==> config.mk <==
export PLATFORM = sky130hd
export DESIGN_NAME = fib_iter_calc
export DESIGN_NICKNAME = d
export VERILOG_FILES = /design/src/rtl/fib_iter_calc.sv
export SDC_FILE = /design/constraint.sdc
export NUM_CORES = 1
export LEC_CHECK = 0
export BUFFER_PORTS_ARGS = -buffer_cell sky130_fd_sc_hd__buf_2
export CAP_MARGIN = 25
export CORE_ASPECT_RATIO = 0.9
export CORE_MARGIN = 2
export CORE_UTILIZATION = 45
export CTS_CLUSTER_SIZE = 8
export DETAILED_ROUTE_END_ITERATION = 6
export RECOVER_POWER = 50
export REMOVE_ABC_BUFFERS = 1
export SYNTH_ARGS = -nofsm -noshare
export SYNTH_HDL_FRONTEND = slang
export SYNTH_SLANG_ARGS = --single-unit
==> constraint.sdc <==
create_clock -name clk -period 6.21 [get_ports clk]
set_clock_uncertainty 0.05 [all_clocks]
set_input_delay 0.3105 -clock clk [delete_from_list [all_inputs] [get_ports clk]]
set_output_delay 0.3105 -clock clk [all_outputs]
set_load 0.01 [all_outputs]
==> src/rtl/fib_iter_calc.sv <==
module fib_iter_calc #(
  parameter int IDX_W = 5,
  parameter int RES_W = 16
) (
  input  logic             clk,
  input  logic             rst_n,
  input  logic             start,
  input  logic [IDX_W-1:0] index,
  output logic             done,
  output logic [RES_W-1:0] result
);

  typedef enum logic [1:0] {S_IDLE = 2'd0, S_CALC = 2'd1, S_HOLD = 2'd2} state_t;

  state_t           state;
  logic [IDX_W-1:0] idx_q;
  logic [IDX_W-1:0] step_q;
  logic [RES_W-1:0] lo_q;
  logic [RES_W-1:0] hi_q;
  logic [RES_W-1:0] res_q;

  wire [RES_W-1:0] sum  = lo_q + hi_q;
  wire             last = (step_q == idx_q);
  wire             take = start && (state != S_CALC);

  always_ff @(posedge clk or negedge rst_n) begin
    if (!rst_n) begin
      state  <= S_IDLE;
      idx_q  <= '0;
      step_q <= '0;
      lo_q   <= '0;
      hi_q   <= '0;
      res_q  <= '0;
    end else begin
      case (state)
        S_CALC: begin
          if (last) begin
            res_q <= lo_q;
            state <= S_HOLD;
          end else begin
            lo_q   <= hi_q;
            hi_q   <= sum;
            step_q <= step_q + 1'b1;
          end
        end
        default: begin
          if (take) begin
            idx_q  <= index;
            step_q <= '0;
            lo_q   <= '0;
            hi_q   <= {{(RES_W-1){1'b0}}, 1'b1};
            state  <= S_CALC;
          end
        end
      endcase
    end
  end

  assign done   = (state == S_HOLD);
  assign result = res_q;

endmodule

# Word-level counts from Yosys, hierarchy flattened

Index checks and enable logic that the tools add are counted.

$add $sub $neg: 2
Eq/ne operators: 6
Mux-type cells: 12
Bitwise gates (word level): 1
Reductions and logical operators: 6

Operators with widths:

| kind                                                | number |
|---|---|
| 2-to-1 mux 16 bit                                   | 6 |
| adder 16 bit                                        | 1 |
| 2-to-1 mux 5 bit                                    | 3 |
| AND reduction 2 bit                                 | 4 |
| 2-to-1 mux 2 bit                                    | 3 |
| adder 5 x 1 -> 5 bit, second input constant         | 1 |
| equality test 5 bit                                 | 1 |
| != test 2 bit, second input constant                | 2 |
| equality test 2 x 1 -> 1 bit, second input constant | 1 |
| equality test 2 bit, second input constant          | 1 |
| != test 2 x 1 -> 1 bit, second input constant       | 1 |
| nonzero test 2 bit                                  | 1 |
| logical AND 1 bit                                   | 1 |
| inverter 1 bit                                      | 1 |

Register bits: 60
Bits of input ports: 8
Output and inout port bits: 17
Logic and storage cells: 33

# Longest topological paths before layout

Word-level depth: 4
Mapped depth: 9
Depth with buffers taken out: 9

# Worst setup path after synthesis

Ideal clock, no wire load.

Path type: register to register
From: reg lo_q[7]
To: reg hi_q[12]
Library setup time: 0.129 ns
Arrival: 1.909 ns
Required time: 6.031 ns
Setup slack: 4.122 ns
Stages on the path, launching flop included: 8
Buffers on the path: 0
Period minus slack after synthesis: 2.088 ns
Path through: dfrtp_1 ha_1 a21o_1 a211o_1 a31o_1 a221oi_2 xor2_1 o21ai_1

Cells in the longest elaborated chain, start to end: 3

Ends and longest elaborated chain:

| element                | line | RTL |
|---|---|---|
| from (decl)            | 18   | `logic [RES_W-1:0] lo_q;` |
| from (signal assigned) | 41   | `lo_q <= hi_q;` |
| adder 16 bit           | 22   | `wire [RES_W-1:0] sum = lo_q + hi_q;` |
| 2-to-1 mux 16 bit      | 37   | `if (last) begin` |
| 2-to-1 mux 16 bit      | 35   | `case (state)` |
| to (signal assigned)   | 42   | `hi_q <= sum;` |
| to (signal assigned)   | 51   | `hi_q <= {{(RES_W-1){1'b0}}, 1'b1};` |
| to (decl)              | 19   | `logic [RES_W-1:0] hi_q;` |

Every way passes these cells. The select of a mux whose other input is x is not followed.
A chain may end at the register's enable or synchronous reset.

==> results.sh <==
export IMPL_vias=2327
export IMPL_timing_setup_tns_ns=0
export IMPL_setup_viol=0
export IMPL_dp_hpwl_um=4050
export IMPL_wl_um=6260
export IMPL_start_util_pct=47.1
export IMPL_cp_startpoint="rst_n"
export IMPL_die_h_um=83.4
export IMPL_hold_buffers=0
export IMPL_async_flop_share_pct=100
export IMPL_drcViolationCount=0
export IMPL_yosysTopAreaCell="dfrtp_1"
export IMPL_hold_slack_ns=0.103
export IMPL_ys_seq_area_share_pct=47.6
export IMPL_synthDistinctLibCells=48
export IMPL_routedWlPerCell_um=14.4
export IMPL_required_ns=5.89
export IMPL_run_status="finished, violations left"
export IMPL_worst_setup_path_end_kind="async pin"
export IMPL_cp_start_kind="input pin"
export IMPL_worst_slew_pin_slew_ns=3.19
export IMPL_synthTopCellsByArea="dfrtp_1 48%, ha_1 6.3%, nand2_1 6.0%"
export IMPL_relSlewSlack_pct=-113
export IMPL_grt_pass1_wl_um=11200
export IMPL_fillCellCount=628
export IMPL_hold_viol=0
export IMPL_synth_most_common_cell="dfrtp_1"
export IMPL_cp_slowest_cell="clkbuf_1"
export IMPL_clk_pin_slew_worst_paths_ns=0.07
export IMPL_first_pass_iters=4
export IMPL_die_w_um=92.3
export IMPL_multiInputGateArea_mm2=0.00156
export IMPL_fp_dieArea_mm2=0.00770
export IMPL_synth_cells=314
export IMPL_drt_iter0_drc=82
export IMPL_path_buf_inv=2
export IMPL_cts_htree_levels=3
export IMPL_syn_area_mm2=0.00315
export IMPL_portBuffers=24
export IMPL_grt_start_max_net_pins=61
export IMPL_seq_area_mm2=0.00150
export IMPL_finalWorstSetupSlack_ns=3.22
export IMPL_r2r_end="hi_q[14]"
export IMPL_synth_seq_cells=60
export IMPL_hp_class="in2reg"
export IMPL_grt_total_usage_pct=18.2
export IMPL_worstSetupPathType="in2async"
export IMPL_antenna_found_initial=0
export IMPL_n_antenna_cell=0
export IMPL_postCtsSetupRepairBufs=0
export IMPL_area_delta_synth_final_pct=11.9
export IMPL_clock_root_buffer="clkbuf_8"
export IMPL_r2r_start="lo_q[0]"
export IMPL_gp_congestion=0.765
export IMPL_yosys_top_cells_count="60 x dfrtp_1, 50 x nand2_1, 33 x nand3_1, 21 x o21ai_0"
export IMPL_io_pins=25
export IMPL_synth_edff_count=0
export IMPL_final_area_mm2=0.00353
export IMPL_maxCapViolCount=1
export IMPL_finalCritPeriodShare_pct=48.2
export IMPL_critPathMaxFanout=60
export IMPL_cts_resized=0
export IMPL_endpoint="result[5]"
export IMPL_grt_pass1_vias=2383
export IMPL_path_depth=2
export IMPL_layout_drive_gt1_share_pct=17.7
export IMPL_rsz0062_at_grt="false"
export IMPL_violations="max-capacitance violations, max-slew violations"
export IMPL_numCtsBuffers=9
export IMPL_reg2reg_depth=9
export IMPL_viasPerCell=5.36
export IMPL_place_area_mm2=0.00336
export IMPL_r2r_slack_ns=3.90
export IMPL_dpl_worst_slack_ns=3.76
export IMPL_crit_path_max_incr_delay_ns=2.23
export IMPL_synth_warnings=0
export IMPL_nets=364
export IMPL_cp_arrival_ns=2.68
export IMPL_max_freq_ghz=0.334
export IMPL_cts_sinks=60
export IMPL_cts_tree="yes"
export IMPL_critPathTopFamily="buffers and inverters"
export IMPL_min_period_ns=2.99
export IMPL_clk_path_buf_depth=2
export IMPL_synth_area_per_cell_um2=10.0
export IMPL_rows=28
export IMPL_synth_top_area_share_pct=47.6
export IMPL_maxSlewViolCount=61
export IMPL_ys_flop_type="dfrtp_1"
export IMPL_drtAntennaViolNets=0
export IMPL_grt_ovfl_total=0
export IMPL_core_area_mm2=0.00669
export IMPL_cp_cell_sequence="buf_2 -> clkbuf_1"
export IMPL_clk_latency_ns=0.34
routing by layer:
| metal | global-route usage (%) | share of wire [%] |
|---|---|---|
| met1 | 24.6 | 52 |
| met2 | 28.5 | 43 |
| met3 | 4.63 | 3.5 |
| met4 | 6.51 | 1.1 |
| met5 | 0 | 0 |
stage by stage:
| stage | util, % | cells |
|---|---|---|
| after floorplan | - | 299 |
| after global placement | 50.2 | 417 |
| after detailed placement | 50.2 | 417 |
| after CTS | 52.7 | 433 |
| after global routing | 52.7 | 434 |
| final | 52.7 | 434 |
sequential cells by signal (all words and copies together) (netlist names):
register / cells
hi_q: 16
idx_q: 5
result: 16
lo_q: 16
step_q: 5
state: 2
worst min-delay path by stage:
stage | from | to | cells after the start
floorplan | rst_n | hi_q[0] | 0
global placement | hi_q[2] | lo_q[2] | 2
detailed placement | hi_q[3] | lo_q[3] | 2
CTS | index[3] | idx_q[3] | 3
global route | index[3] | idx_q[3] | 3
finish | index[0] | idx_q[0] | 3
area by class of cell:
class | instances | share of cell area [%]
clock inverters | 4 | 0.709
clock buffers | 12 | 4.11
repair buffers | 29 | 4.29
inverters | 8 | 0.851
well taps | 90 | 3.19
multi-input cells | 231 | 44.3
flip-flops and latches | 60 | 42.6
cells by family after synthesis:
| kind of cell | Yosys count | synth area share [%] |
|---|---|---|
| buffers and inverters | 23 | 3.09 |
| AOI/OAI and AO/OA | 65 | 14.3 |
| xor gates and xnor gates | 19 | 5.28 |
| muxes | 16 | 5.71 |
| adders and majority gates | 17 | 6.98 |
| and+or+nand+nor | 114 | 17.1 |
| DFF | 60 | 47.6 |
layout by cell type (no fill, tap or decap), types with 2 or more instances in the layout:
cell type,Yosys,final
dfrtp_1,60,60
nand2_1,50,50
nand3_1,33,33
o21ai_0,21,21
mux2_2,16,16
ha_1,16,16
buf_2,3,16
xor2_1,13,13
nor2_1,11,11
clkbuf_1,8,11
clkbuf_8,0,10
inv_1,8,8
a21oi_1,8,8
a21o_1,7,7
xnor2_1,6,6
a211oi_1,4,4
and2_1,3,3
o21ai_1,3,3
nand4_1,3,3
nor4b_1,3,3
buf_4,0,3
o211ai_2,2,2
nor2b_1,2,2
o31ai_1,2,2
a31oi_1,2,2
a211o_1,2,2
or2_2,2,2
o22ai_1,2,2
clkinv_2,0,2
clkinvlp_4,0,2
Power is left out: the tool's default activity adds up to more than one toggle a clock period on the data nets, which glitch-free logic cannot reach.
